--- config.mk ---
export PLATFORM = sky130hd
export DESIGN_NAME = dma_desc_fetch
export DESIGN_NICKNAME = d
export VERILOG_FILES = /design/src/rtl/dma_fetch_pkg.sv /design/src/rtl/fetch_ctrl.sv /design/src/rtl/fetch_datapath.sv /design/src/rtl/dma_desc_fetch.sv
export SDC_FILE = /design/constraint.sdc
export NUM_CORES = 1
export LEC_CHECK = 0
export CAP_MARGIN = 10
export CORE_MARGIN = 3
export CORE_UTILIZATION = 35
export CTS_BUF_LIST = sky130_fd_sc_hd__clkbuf_2 sky130_fd_sc_hd__clkbuf_4 sky130_fd_sc_hd__clkbuf_8
export CTS_CLUSTER_SIZE = 16
export DETAILED_ROUTE_END_ITERATION = 16
export SETUP_SLACK_MARGIN = 0.5
export SYNTH_ARGS = -nofsm -noshare
export SYNTH_HDL_FRONTEND = slang
export SYNTH_SLANG_ARGS = --single-unit
export TNS_END_PERCENT = 50
--- constraint.sdc ---
create_clock -name clk -period 4 [get_ports clk]
set_input_delay 1 -clock clk [delete_from_list [all_inputs] [get_ports clk]]
set_output_delay 1 -clock clk [all_outputs]
set_load 0.02 [all_outputs]
--- src/rtl/dma_fetch_pkg.sv ---
package dma_fetch_pkg;

  typedef enum logic [2:0] {
    ST_IDLE,
    ST_DREQ,
    ST_DRD,
    ST_BWAIT,
    ST_BREQ,
    ST_BRD,
    ST_DONE
  } fetchState_t;

  // strobes from control to datapath
  typedef struct packed {
    logic selDesc;
    logic loadHeads;
    logic descGrant;
    logic descBeat;
    logic burstGrant;
    logic dataBeat;
    logic finish;
  } ctlStrobe_t;

  // conditions from datapath to control
  typedef struct packed {
    logic beatLast;
    logic lenZero;
    logic remZero;
    logic roomOk;
  } dpStatus_t;

endpackage

--- src/rtl/fetch_ctrl.sv ---
module fetch_ctrl
  import dma_fetch_pkg::*;
(
  input  logic       clk,
  input  logic       rstN,
  input  logic       run,
  input  logic       dualMode,
  input  logic       memGnt,
  input  logic       memRdValid,
  input  dpStatus_t  stat,
  output ctlStrobe_t stb,
  output logic       memReq,
  output logic       chanSel
);

  fetchState_t state, nextState;

  always_comb begin
    stb         = '0;
    memReq      = 1'b0;
    nextState   = state;
    stb.selDesc = (state == ST_DREQ);
    unique case (state)
      ST_IDLE: begin
        if (run) begin
          stb.loadHeads = 1'b1;
          nextState     = ST_DREQ;
        end
      end
      ST_DREQ: begin
        memReq = 1'b1;
        if (memGnt) begin
          stb.descGrant = 1'b1;
          nextState     = ST_DRD;
        end
      end
      ST_DRD: begin
        if (memRdValid) begin
          stb.descBeat = 1'b1;
          if (stat.beatLast) nextState = stat.lenZero ? ST_DONE : ST_BWAIT;
        end
      end
      ST_BWAIT: begin
        // request rises only together with sufficient room
        if (stat.roomOk) begin
          memReq = 1'b1;
          if (memGnt) begin
            stb.burstGrant = 1'b1;
            nextState      = ST_BRD;
          end else begin
            nextState = ST_BREQ;
          end
        end
      end
      ST_BREQ: begin
        memReq = 1'b1;
        if (memGnt) begin
          stb.burstGrant = 1'b1;
          nextState      = ST_BRD;
        end
      end
      ST_BRD: begin
        if (memRdValid) begin
          stb.dataBeat = 1'b1;
          if (stat.beatLast) nextState = stat.remZero ? ST_DONE : ST_BWAIT;
        end
      end
      ST_DONE: begin
        stb.finish = 1'b1;
        nextState  = run ? ST_DREQ : ST_IDLE;
      end
      default: nextState = ST_IDLE;
    endcase
  end

  always_ff @(posedge clk) begin
    if (!rstN) begin
      state   <= ST_IDLE;
      chanSel <= 1'b0;
    end else begin
      state <= nextState;
      if (stb.loadHeads)                chanSel <= 1'b0;
      else if (stb.finish && dualMode)  chanSel <= ~chanSel;
    end
  end

endmodule

--- src/rtl/fetch_datapath.sv ---
module fetch_datapath
  import dma_fetch_pkg::*;
#(
  parameter int ADDR_W    = 32,
  parameter int DATA_W    = 32,
  parameter int LEN_W     = 24,
  parameter int PAL_BIT   = 28,
  parameter int BURST_MAX = 16,
  parameter int ROOM_W    = 6,
  parameter int NCH       = 2
) (
  input  logic                         clk,
  input  logic                         rstN,
  input  ctlStrobe_t                   stb,
  input  logic                         chanSel,
  input  logic [NCH-1:0][ADDR_W-1:0]   headAddr,
  input  logic                         memRdValid,
  input  logic [DATA_W-1:0]            memRdData,
  input  logic [ROOM_W-1:0]            fifoRoom,
  output dpStatus_t                    stat,
  output logic [ADDR_W-1:0]            memAddr,
  output logic [$clog2(BURST_MAX+1)-1:0] memLen,
  output logic                         pushValid,
  output logic [DATA_W-1:0]            pushData,
  output logic                         pushPal,
  output logic                         pushChan,
  output logic                         frameDone,
  output logic [DATA_W-1:0]            frameId,
  output logic                         frameChan
);

  localparam int BLEN_W     = $clog2(BURST_MAX + 1);
  localparam int DESC_WORDS = 4;

  logic [ADDR_W-1:0] descPtr [NCH];
  logic [ADDR_W-1:0] nextPtr, srcPtr;
  logic [DATA_W-1:0] idReg;
  logic [LEN_W-1:0]  remWords;
  logic              palFlag;
  logic [BLEN_W-1:0] beatCnt, curLen, burstLen;

  assign burstLen = (remWords > LEN_W'(BURST_MAX)) ? BLEN_W'(BURST_MAX)
                                                   : remWords[BLEN_W-1:0];

  assign memAddr = stb.selDesc ? descPtr[chanSel] : srcPtr;
  assign memLen  = stb.selDesc ? BLEN_W'(DESC_WORDS) : burstLen;

  assign stat.beatLast = memRdValid && (beatCnt == curLen - 1'b1);
  assign stat.lenZero  = (memRdData[LEN_W-1:0] == '0);
  assign stat.remZero  = (remWords == '0);
  assign stat.roomOk   = (32'(fifoRoom) >= 32'(burstLen));

  assign pushValid = stb.dataBeat;
  assign pushData  = memRdData;
  assign pushPal   = palFlag;
  assign pushChan  = chanSel;

  // one descriptor pointer per channel
  for (genvar c = 0; c < NCH; c++) begin : g_chan
    always_ff @(posedge clk) begin
      if (!rstN)                                    descPtr[c] <= '0;
      else if (stb.loadHeads)                       descPtr[c] <= headAddr[c];
      else if (stb.finish && chanSel == 1'(c))      descPtr[c] <= nextPtr;
    end
  end

  always_ff @(posedge clk) begin
    if (!rstN) begin
      nextPtr   <= '0;
      srcPtr    <= '0;
      idReg     <= '0;
      remWords  <= '0;
      palFlag   <= 1'b0;
      beatCnt   <= '0;
      curLen    <= '0;
      frameDone <= 1'b0;
      frameId   <= '0;
      frameChan <= 1'b0;
    end else begin
      frameDone <= stb.finish;
      if (stb.finish) begin
        frameId   <= idReg;
        frameChan <= chanSel;
      end
      if (stb.descGrant) begin
        beatCnt <= '0;
        curLen  <= BLEN_W'(DESC_WORDS);
      end else if (stb.burstGrant) begin
        beatCnt  <= '0;
        curLen   <= burstLen;
        srcPtr   <= srcPtr + (ADDR_W'(burstLen) << 2);
        remWords <= remWords - LEN_W'(burstLen);
      end else if (stb.descBeat || stb.dataBeat) begin
        beatCnt <= beatCnt + 1'b1;
      end
      if (stb.descBeat) begin
        unique case (beatCnt[1:0])
          2'd0: nextPtr <= memRdData[ADDR_W-1:0];
          2'd1: srcPtr  <= memRdData[ADDR_W-1:0];
          2'd2: idReg   <= memRdData;
          2'd3: begin
            remWords <= memRdData[LEN_W-1:0];
            palFlag  <= memRdData[PAL_BIT];
          end
          default: ;
        endcase
      end
    end
  end

endmodule

--- src/rtl/dma_desc_fetch.sv ---
module dma_desc_fetch
  import dma_fetch_pkg::*;
#(
  parameter int ADDR_W    = 32,
  parameter int DATA_W    = 32,
  parameter int LEN_W     = 24,
  parameter int PAL_BIT   = 28,
  parameter int BURST_MAX = 16,
  parameter int ROOM_W    = 6
) (
  input  logic                           clk,
  input  logic                           rstN,
  input  logic                           run,
  input  logic                           dualMode,
  input  logic [ADDR_W-1:0]              headAddr0,
  input  logic [ADDR_W-1:0]              headAddr1,
  output logic                           memReq,
  output logic [ADDR_W-1:0]              memAddr,
  output logic [$clog2(BURST_MAX+1)-1:0] memLen,
  input  logic                           memGnt,
  input  logic                           memRdValid,
  input  logic [DATA_W-1:0]              memRdData,
  input  logic [ROOM_W-1:0]              fifoRoom,
  output logic                           pushValid,
  output logic [DATA_W-1:0]              pushData,
  output logic                           pushPal,
  output logic                           pushChan,
  output logic                           frameDone,
  output logic [DATA_W-1:0]              frameId,
  output logic                           frameChan
);

  ctlStrobe_t ctlStb;
  dpStatus_t  dpStat;
  logic       chanSel;

  fetch_ctrl u_ctrl (
    .clk        (clk),
    .rstN       (rstN),
    .run        (run),
    .dualMode   (dualMode),
    .memGnt     (memGnt),
    .memRdValid (memRdValid),
    .stat       (dpStat),
    .stb        (ctlStb),
    .memReq     (memReq),
    .chanSel    (chanSel)
  );

  fetch_datapath #(
    .ADDR_W    (ADDR_W),
    .DATA_W    (DATA_W),
    .LEN_W     (LEN_W),
    .PAL_BIT   (PAL_BIT),
    .BURST_MAX (BURST_MAX),
    .ROOM_W    (ROOM_W),
    .NCH       (2)
  ) u_dp (
    .clk        (clk),
    .rstN       (rstN),
    .stb        (ctlStb),
    .chanSel    (chanSel),
    .headAddr   ({headAddr1, headAddr0}),
    .memRdValid (memRdValid),
    .memRdData  (memRdData),
    .fifoRoom   (fifoRoom),
    .stat       (dpStat),
    .memAddr    (memAddr),
    .memLen     (memLen),
    .pushValid  (pushValid),
    .pushData   (pushData),
    .pushPal    (pushPal),
    .pushChan   (pushChan),
    .frameDone  (frameDone),
    .frameId    (frameId),
    .frameChan  (frameChan)
  );

endmodule

==> metrics.csv, run 1 <==
stage,metric,value,unit
run_status,status,"finished, violations left",
run_status,violations,negative setup slack,
finish,final_cell_area,15900,um2
finish,layout.nets,1675,
power,ir_drop,224,uV
critical_path,crit_type,reg -> out,
route,wl_per_cell,20.5,um
power,powerDensity,463,nW/um2
critical_path,crit_start,u_dp.remWords[17],
synth,synth_common_cells,"290 x nand2_1, 170 x dfxtp_1, 122 x a21oi_1, 97 x o21ai_0, 82 x clkbuf_1",
cts,tritoncts,built,
grt,grt_pass1_vias,10500,
route,remaining_drc_errors,0,
timing,setup_ws,-457,ps
die,num_io_pins,215,
die,rows,65,
grt,grt_pass1_wl,60600,um
placed_design,gp_congestion,0.902,
die,fp.dieArea,34500,um2
route,wl,40600,um
cts,clkTransAtPathRegs,60,ps
placed_design,post_dp_cell_area,14100,um2
timing,finalMaxSlewViolations,0,
synth,synth-edff-count,64,
grt,grt_max_degree,109,
timing,finalSetupViolCount,2,
grt,track_usage,22.6,%
cts,ctsLongestPathBuffers,3,
synth,synth.yosys.seq_area_share,47.2,%
synth,async_reset_ff_share,0,%
placed_design,port_buffers,214,
synth,ys_top_cells_by_area,"dfxtp_1 30%, edfxtp_1 17%, nand2_1 9.6%",
synth,synth_nets,1421,
critical_path,reg2reg_from,u_dp.remWords[17],
route,ant_nets,0,
die,initial_core_util,35.7,%
critical_path,critPathRequiredTime,3000,ps
grt,overflow,0,
placed_design,dp_worst_setup_slack,-323,ps
cts,htreeDepth,2,
timing,post-route-period-util,111,%
synth,synth-seq-cells,234,
finish,multi_input_area,5920,um2
timing,min_period,4460,ps
grt,grt_antenna_before_repair,1,
synth,synth_flop_cell,dfxtp_1,
route,vias_per_cell,5.46,
timing,tightest_slew,998,ps
critical_path,worst_setup_path_end_kind,output pin,
synth,synth_top_area_cell,dfxtp_1,
timing,finClkSkew,23.3,ps
finish,regArea,5330,um2
critical_path,cp_max_fo,4,
synth,netlist_area,11300,um2
flow_run,drv_cap,0,
synth,synth_top_area_share,30.1,%
finish,nFillCells,2933,
cts,cts-root-buf,clkbuf_8,
die,die_x,186,um
timing,fmax,224,MHz
route,drtIter0Drc,859,
hold_path,min-delay-start,u_dp.idReg[25],
cts,clk_latency,550,ps
placed_design,dp_hpwl,27300,um
cts,clock_sinks,234,
finish,drive_above_1_share,18.5,%
die,core_area,31600,um2
critical_path,crit_arrival,3460,ps
critical_path,cp-start-kind,flip-flop,
timing,rsz0062_at_grt,true,
route,firstDrtPassIters,5,
synth,syn_inst,1296,
finish,diodes,0,
timing,max_slew_margin,33.4,%
route,vias,10800,
synth,ys_types,69,
hold_path,hp-class,reg -> reg,
die,die_y,186,um
finish,area_growth,40.8,%
timing,hold_viol_final,0,
synth,syn-mean-instance-area,8.71,um2
cts,numCtsBuffers,41,
power,leakage,0.00564,uW
synth,yosys_warnings,0,
synth,yosysMostFrequentCell,nand2_1,
-- power breakdown --
group / leakage (uW) / switching [uW] / total (uW) / internal, uW
combinational: 0.00312 / 1260 / 2160 / 906
clock: 0.000460 / 1000 / 2340 / 1340
sequential: 0.00206 / 125 / 2850 / 2730
total: 0.00564 / 2380 / 7360 / 4980
-- what timing repair did --
item,4_1_cts,5_1_grt
buffers inserted,18,11
hold buffers,0,0
pin swaps,22,35
cloned,2,0
gates resized for setup,116,81
endpoints found under the setup margin,102,76
-- per-layer routing --
layer  GRT usage [%]  vias to the layer above  part of all wire (%)
li1                -                     5154                     -
met1            31.1                     5223                    44
met2            35.8                      399                    46
met3            5.35                       61                   8.0
met4            6.26                        0                   1.9
met5               0                        -                     0
-- metrics by stage --
stage	power (uW)	cells	util, %	hold slack [ps]	TNS (ps)
2_1_floorplan	3930	1296	-	432	0
3_3_place_gp	4720	1878	44.5	442	-271
3_5_place_dp	4750	1878	44.5	444	-323
4_1_cts	7250	1972	48.6	453	-465
5_1_grt	7700	1983	50.3	464	-806
6_report	7360	1983	50.3	453	-495
-- registers in the layout, indices dropped and copies added, names as in the netlist, 3 cells and up, named ones only --
name / cells
u_dp.descPtr: 64
u_dp.frameId: 32
u_dp.idReg: 32
u_dp.nextPtr: 32
u_dp.srcPtr: 32
u_dp.remWords: 24
u_dp.beatCnt: 5
u_dp.curLen: 5
u_ctrl.state: 3
-- layout by cell type (no fill, tap or decap), types with 7 or more instances in the layout --
cell type and instances:
a21oi_1 118, or3_1 14, nand3_1 16, inv_1 20, nand4_1 10, ha_4 7, buf_6 27, nor4_1 10
clkbuf_4 16, nand2_1 286, a22o_1 64, or4_1 7, o211ai_1 7, nor3_1 17, or4_4 7, o21ai_0 91
nor2_1 28, dfxtp_1 167, o31ai_1 10, edfxtp_1 64, clkbuf_8 50, mux2i_1 35, dlygate4sd2_1 32, a31oi_1 32
ha_1 9, xnor2_1 14, nor4_4 8, and2_1 7, buf_4 87, clkdlybuf4s50_1 176
-- path summary, 6_finish.rpt --
path                                         end  slack (ps)  depth (start not counted)
worst max-delay path                      memReq        -460                         11
worst min-delay path            u_dp.frameId[25]         450                          2
worst max register to register   u_dp.srcPtr[30]         -40                         13
worst min register to register  u_dp.frameId[25]         450                          2
-- layout make-up --
class,count,share of cell area (%)
Clock buffer,66,5.08
Clock inverter,8,0.417
Inverter,23,0.567
Multi-Input combinational cell,918,37.2
Sequential cell,234,33.5
Tap cell,402,3.16
Timing Repair Buffer,332,20.0
-- worst max-delay path, cell delays in order (launching register included) --
cell      delay [ps]
dfxtp_2          320
or4_4            530
or4b_4           530
nor3b_4          300
and2_4           220
ha_4             190
nand2b_4         140
a21oi_4          160
o211ai_1         140
o21ai_1          180
o21ai_2           70
buf_6            140
-- logic make-up after synthesis --
group	Yosys count	synth area share, %
AO/OA/AOI/OAI	372	20.7
XOR/XNOR	22	1.71
adder cells (fa/ha/maj)	17	1.95
buffers and inverters	144	5.97
flip-flops	234	47.2
multiplexers	35	3.10
other	1	0.0332
AND/OR/NAND/NOR	471	19.4
Power figures use the tool's default switching activity.
==> run 2: changes to the inputs <==
Settings changed: TNS_END_PERCENT 50 to not set.
==> metrics.csv, run 2 (synthesized netlist as in run 1, its figures left out) <==
stage,metric,value,unit
critical_path,critPathRequiredTime,3000,ps
cts,cts_hold_buf,0,
power,leakage,0.00569,uW
die,die_x,186,um
route,firstDrtPassIters,5,
run_status,violations,negative setup slack,
finish,layout_common_cells,"277 x nand2_1, 208 x clkdlybuf4s50_1, 167 x dfxtp_1, 116 x a21oi_1, 93 x o21ai_0",
hold_path,hp-class,reg -> reg,
placed_design,dp_hpwl,26900,um
finish,multi_input_area,6050,um2
finish,final_cell_area,16300,um2
power,fin_total_pwr,7540,uW
finish,fin_util,51.4,%
timing,setup_ws,-413,ps
cts,numCtsBuffers,43,
grt,grt_antenna_before_repair,0,
route,vias,11000,
timing,tightest_slew,1260,ps
finish,layout.nets,1693,
power,ir_drop,304,uV
route,vias_per_cell,5.48,
finish,diodes,0,
power,powerDensity,463,nW/um2
cts,clkTransAtPathRegs,60,ps
cts,htreeDepth,2,
finish,regArea,5330,um2
timing,finalMaxSlewViolations,0,
finish,drive_above_1_share,21.0,%
grt,grt_pass1_vias,10400,
timing,finClkSkew,29.6,ps
die,die_y,186,um
timing,finalSetupViolCount,12,
route,ant_nets,0,
grt,track_usage,22.1,%
placed_design,port_buffers,214,
grt,grt_pass1_wl,59700,um
timing,holdWs,446,ps
grt,grt_max_degree,109,
critical_path,cp-start-kind,flip-flop,
critical_path,reg2reg_from,u_dp.remWords[14],
finish,largest_reg_flops,64,
timing,post-route-period-util,110,%
run_status,status,"finished, violations left",
placed_design,post_dp_cell_area,14100,um2
grt,overflow,0,
die,num_io_pins,215,
timing,hold_viol_final,0,
placed_design,gp_congestion,0.885,
finish,area_growth,44.1,%
cts,clk_latency,560,ps
finish,nFillCells,2835,
finish,final_common_cell,nand2_1,
timing,rsz0062_at_grt,true,
finish,top_register,u_dp.descPtr,
route,drtIter0Drc,806,
critical_path,worst_setup_path_end_kind,output pin,
cts,clock_sinks,234,
route,remaining_drc_errors,0,
cts,cts-root-buf,clkbuf_8,
route,wl_per_cell,20.2,um
timing,min_period,4410,ps
die,rows,65,
cts,ctsLongestPathBuffers,3,
die,fp.dieArea,34500,um2
timing,fmax,227,MHz
cts,tritoncts,built,
hold_path,min-delay-start,u_dp.idReg[3],
flow_run,drv_cap,0,
die,core_area,31600,um2
critical_path,cp_max_fo,3,
placed_design,dp_worst_setup_slack,-306,ps
route,wl,40500,um
critical_path,crit_arrival,3410,ps
die,initial_core_util,35.7,%
critical_path,crit_start,u_dp.remWords[14],
timing,max_slew_margin,16.1,%
critical_path,crit_type,reg -> out,
[run 2: cell count changes in the layout (fill, tap and decap cells not counted), sizes merged]
cell,previous run,this run
bufinv,1,3
buf,120,139
clkinv,6,12
clkbuf,66,63
clkdlybuf4s50,176,208
bufbuf,1,0
clkdlybuf4s15,3,0
nor3,25,26
dlygate4sd2,32,0
[run 2: path summary, 6_finish.rpt]
| kind | endpoint | slack (ps) | cells after the start |
|---|---|---|---|
| worst max-delay path | memReq | -410 | 11 |
| worst max register to register | u_dp.srcPtr[30] | -140 | 15 |
| worst min-delay path | u_dp.frameId[3] | 450 | 2 |
| worst min register to register | u_dp.frameId[3] | 450 | 2 |
[run 2: critical path, cell delays in order (launching register included)]
cell      delay [ps]
dfxtp_2          320
or4_4            520
or4b_4           530
nor3b_4          260
and2_4           200
ha_4             190
nand2b_4         140
a21oi_4          130
o211ai_1         160
o21ai_1          200
o21ai_2           70
buf_6            140
[run 2: layer usage]
metal	GRT usage, %	vias up	wire (um)
met3	5.32	71	3500
met4	5.63	0	903
met5	0	-	0
li1	-	5192	-
met2	35.1	434	18500
met1	30.6	5279	17600
[run 2: what timing repair did]
action                                  CTS  global route
gates resized for setup                 102           118
gates cloned                              1             2
buffers inserted                         13            27
pin swaps                                38            82
endpoints found under the setup margin  101           105
hold endpoints to repair                  0             0
[run 2: area by class of cell]
| class | count | share of cell area (%) |
|---|---|---|
| clock buffers | 63 | 4.79 |
| multi-input cells | 919 | 37.2 |
| repair buffers | 347 | 20.7 |
| clock inverters | 16 | 0.946 |
| flip-flops and latches | 234 | 32.8 |
| well taps | 402 | 3.09 |
| inverters | 23 | 0.561 |
[run 2: where the power goes]
part	internal [uW]	leakage [uW]	switching [uW]
sequential	2730	0.00206	118
combinational	952	0.00313	1270
clock	1450	0.000493	1030
[run 2: per-stage QoR]
stage	TNS (ps)	cells
finish	-1160	2004
global route	-3980	2004
CTS	-535	1975
detailed placement	-306	1882
global placement	-277	1882
floorplan	0	1296
==> run 3: changes to the inputs <==
Settings changed: CORE_ASPECT_RATIO set to 1.1.
==> metrics.csv, run 3 (synthesized netlist as in run 1, its figures left out) <==
stage,metric,value,unit
finish,diodes,0,
cts,htreeDepth,2,
finish,area_growth,40.8,%
critical_path,critPathRequiredTime,3000,ps
timing,holdWs,452,ps
placed_design,dp_hpwl,26200,um
critical_path,cp_max_fo,5,
critical_path,cp-start-kind,flip-flop,
power,sw_frac_of_total,31.8,%
route,ant_nets,0,
run_status,violations,negative setup slack,
critical_path,crit_family,simple AND/OR/NAND/NOR gates,
die,rows,68,
cts,ctsLongestPathBuffers,3,
grt,grt_pass1_vias,10600,
timing,rsz0062_at_grt,true,
critical_path,crit_arrival,3500,ps
timing,min_period,4500,ps
die,fp.dieArea,34500,um2
finish,layout.nets,1687,
finish,final_common_cell,nand2_1,
power,power_frac_seq,38.9,%
timing,max_slew_margin,25.8,%
cts,tritoncts,built,
finish,layout_common_cells,"285 x nand2_1, 176 x clkdlybuf4s50_1, 164 x dfxtp_1, 118 x a21oi_1, 92 x o21ai_0",
power,p_int,5000,uW
grt,grt_antenna_before_repair,2,
cts,numCtsBuffers,42,
timing,tns,-3180,ps
placed_design,gp_congestion,0.886,
die,die_x,177,um
die,initial_core_util,35.8,%
route,firstDrtPassIters,5,
finish,largest_reg_flops,64,
die,core_area,31600,um2
grt,track_usage,22.1,%
power,power_frac_comb,29.6,%
timing,finalMaxSlewViolations,0,
timing,finalSetupViolCount,28,
cts,clk_latency,540,ps
route,wl,39300,um
grt,grt_max_degree,59,
critical_path,crit_path_max_incr_delay,530,ps
power,leakage,0.00570,uW
finish,top_register,u_dp.descPtr,
route,remaining_drc_errors,0,
critical_path,cp_cell_sequence,or4_4 > or4b_4 > nor3b_4 > buf_4 > nand2_4 > ha_4 > a21oi_4 > o211ai_1 > o21ai_1 > o21ai_2 > buf_6,
cts,cts-root-buf,clkbuf_8,
flow_run,drv_cap,0,
die,num_io_pins,215,
hold_path,hp-class,reg -> reg,
timing,fmax,222,MHz
route,drtIter0Drc,726,
timing,hold_viol_final,0,
grt,grt_pass1_wl,60400,um
critical_path,crit_type,reg -> out,
timing,setup_ws,-503,ps
grt,overflow,0,
power,clkPwrFrac,31.4,%
cts,clock_sinks,234,
power,powerDensity,461,nW/um2
route,vias,10800,
critical_path,crit_slowest_cell,or4_4,
run_status,status,"finished, violations left",
timing,tightest_slew,1110,ps
critical_path,cp_num_buf_inv,2,
die,die_y,194,um
route,wl_per_cell,19.6,um
cts,clkTransAtPathRegs,60,ps
power,power.switching,2330,uW
route,vias_per_cell,5.38,
placed_design,port_buffers,214,
timing,finClkSkew,10.4,ps
power,ir_drop,207,uV
finish,drive_above_1_share,19.3,%
critical_path,worst_setup_path_end_kind,output pin,
timing,post-route-period-util,113,%
==> run 3: cell types whose count changed in the layout (fill, tap and decap cells not counted), sizes merged <==
cell	previous run	this run
buf	139	134
bufinv	3	1
dlygate4sd2	0	32
clkinv	12	2
bufbuf	0	1
clkbuf	63	69
clkdlybuf4s50	208	176
nor3	26	25
==> run 3: layout make-up <==
class / count / area [um2]
well taps: 420 / 526
clock buffers: 69 / 806
multi-input cells: 918 / 5800
inverters: 23 / 92.6
repair buffers: 343 / 3300
flip-flops and latches: 234 / 5330
fillers: 2947 / 15700
clock inverters: 4 / 50.0
==> run 3: power groups by stage <==
stage	Combinational, uW	Clock (uW)	Sequential, uW
3_5_place_dp	1830	0	2900
2_1_floorplan	1080	0	2850
5_1_grt	2330	2470	2880
6_report	2170	2300	2850
4_1_cts	2110	2360	2850
3_3_place_gp	1810	0	2890
==> run 3: layer usage <==
layer / part of all wire [%] / track usage, % / wire length [um] / up-vias
met5: 0.033 / 0 / 13 / -
met4: 2.1 / 5.50 / 844 / 2
met3: 7.7 / 5.06 / 3030 / 64
met2: 47 / 37.1 / 18500 / 365
met1: 43 / 28.7 / 16900 / 5216
li1: - / - / - / 5178
==> run 3: worst reg2reg max path, stage by stage (launching register included) <==
cell and delay [ps]:
dfxtp_2 320, or4_4 530, or4b_4 520, nor3b_4 350, and2_4 230, buf_4 110
buf_6 90, buf_6 80, buf_6 90, ha_4 130, fa_2 190, a21o_1 120
a21o_1 150, a21oi_2 90, or3_4 400, buf_6 140, buf_6 110, o31ai_1 290
a31oi_1 140
==> run 3: timing repair <==
item | 4_1_cts | 5_1_grt
gates resized for setup | 176 | 25
hold buffers | 0 | 0
buffers inserted | 37 | 9
endpoints found under the setup margin | 102 | 76
cloned | 2 | 0
pin swaps | 73 | 43
==> run 3: worst paths after layout <==
| check | from | endpoint | slack [ps] | cells past startpoint |
|---|---|---|---|---|
| setup / recovery | u_dp.remWords[14] | memReq | -500 | 11 |
| hold / removal | u_dp.idReg[22] | u_dp.frameId[22] | 450 | 2 |
| setup reg to reg | u_dp.remWords[14] | u_dp.srcPtr[20] | -230 | 18 |
| hold reg to reg | u_dp.idReg[22] | u_dp.frameId[22] | 450 | 2 |
==> run 3: per-stage QoR <==
| step | instance area, um2 | cells | power, uW | setup slack (ps) | util (%) |
|---|---|---|---|---|---|
| 2_1_floorplan | 11300 | 1296 | 3930 | 165 | - |
| 3_3_place_gp | 14100 | 1890 | 4700 | -257 | 44.5 |
| 3_5_place_dp | 14100 | 1890 | 4730 | -327 | 44.5 |
| 4_1_cts | 15700 | 2002 | 7310 | -512 | 49.8 |
| 5_1_grt | 15900 | 2011 | 7680 | -661 | 50.4 |
| 6_report | 15900 | 2011 | 7330 | -503 | 50.4 |
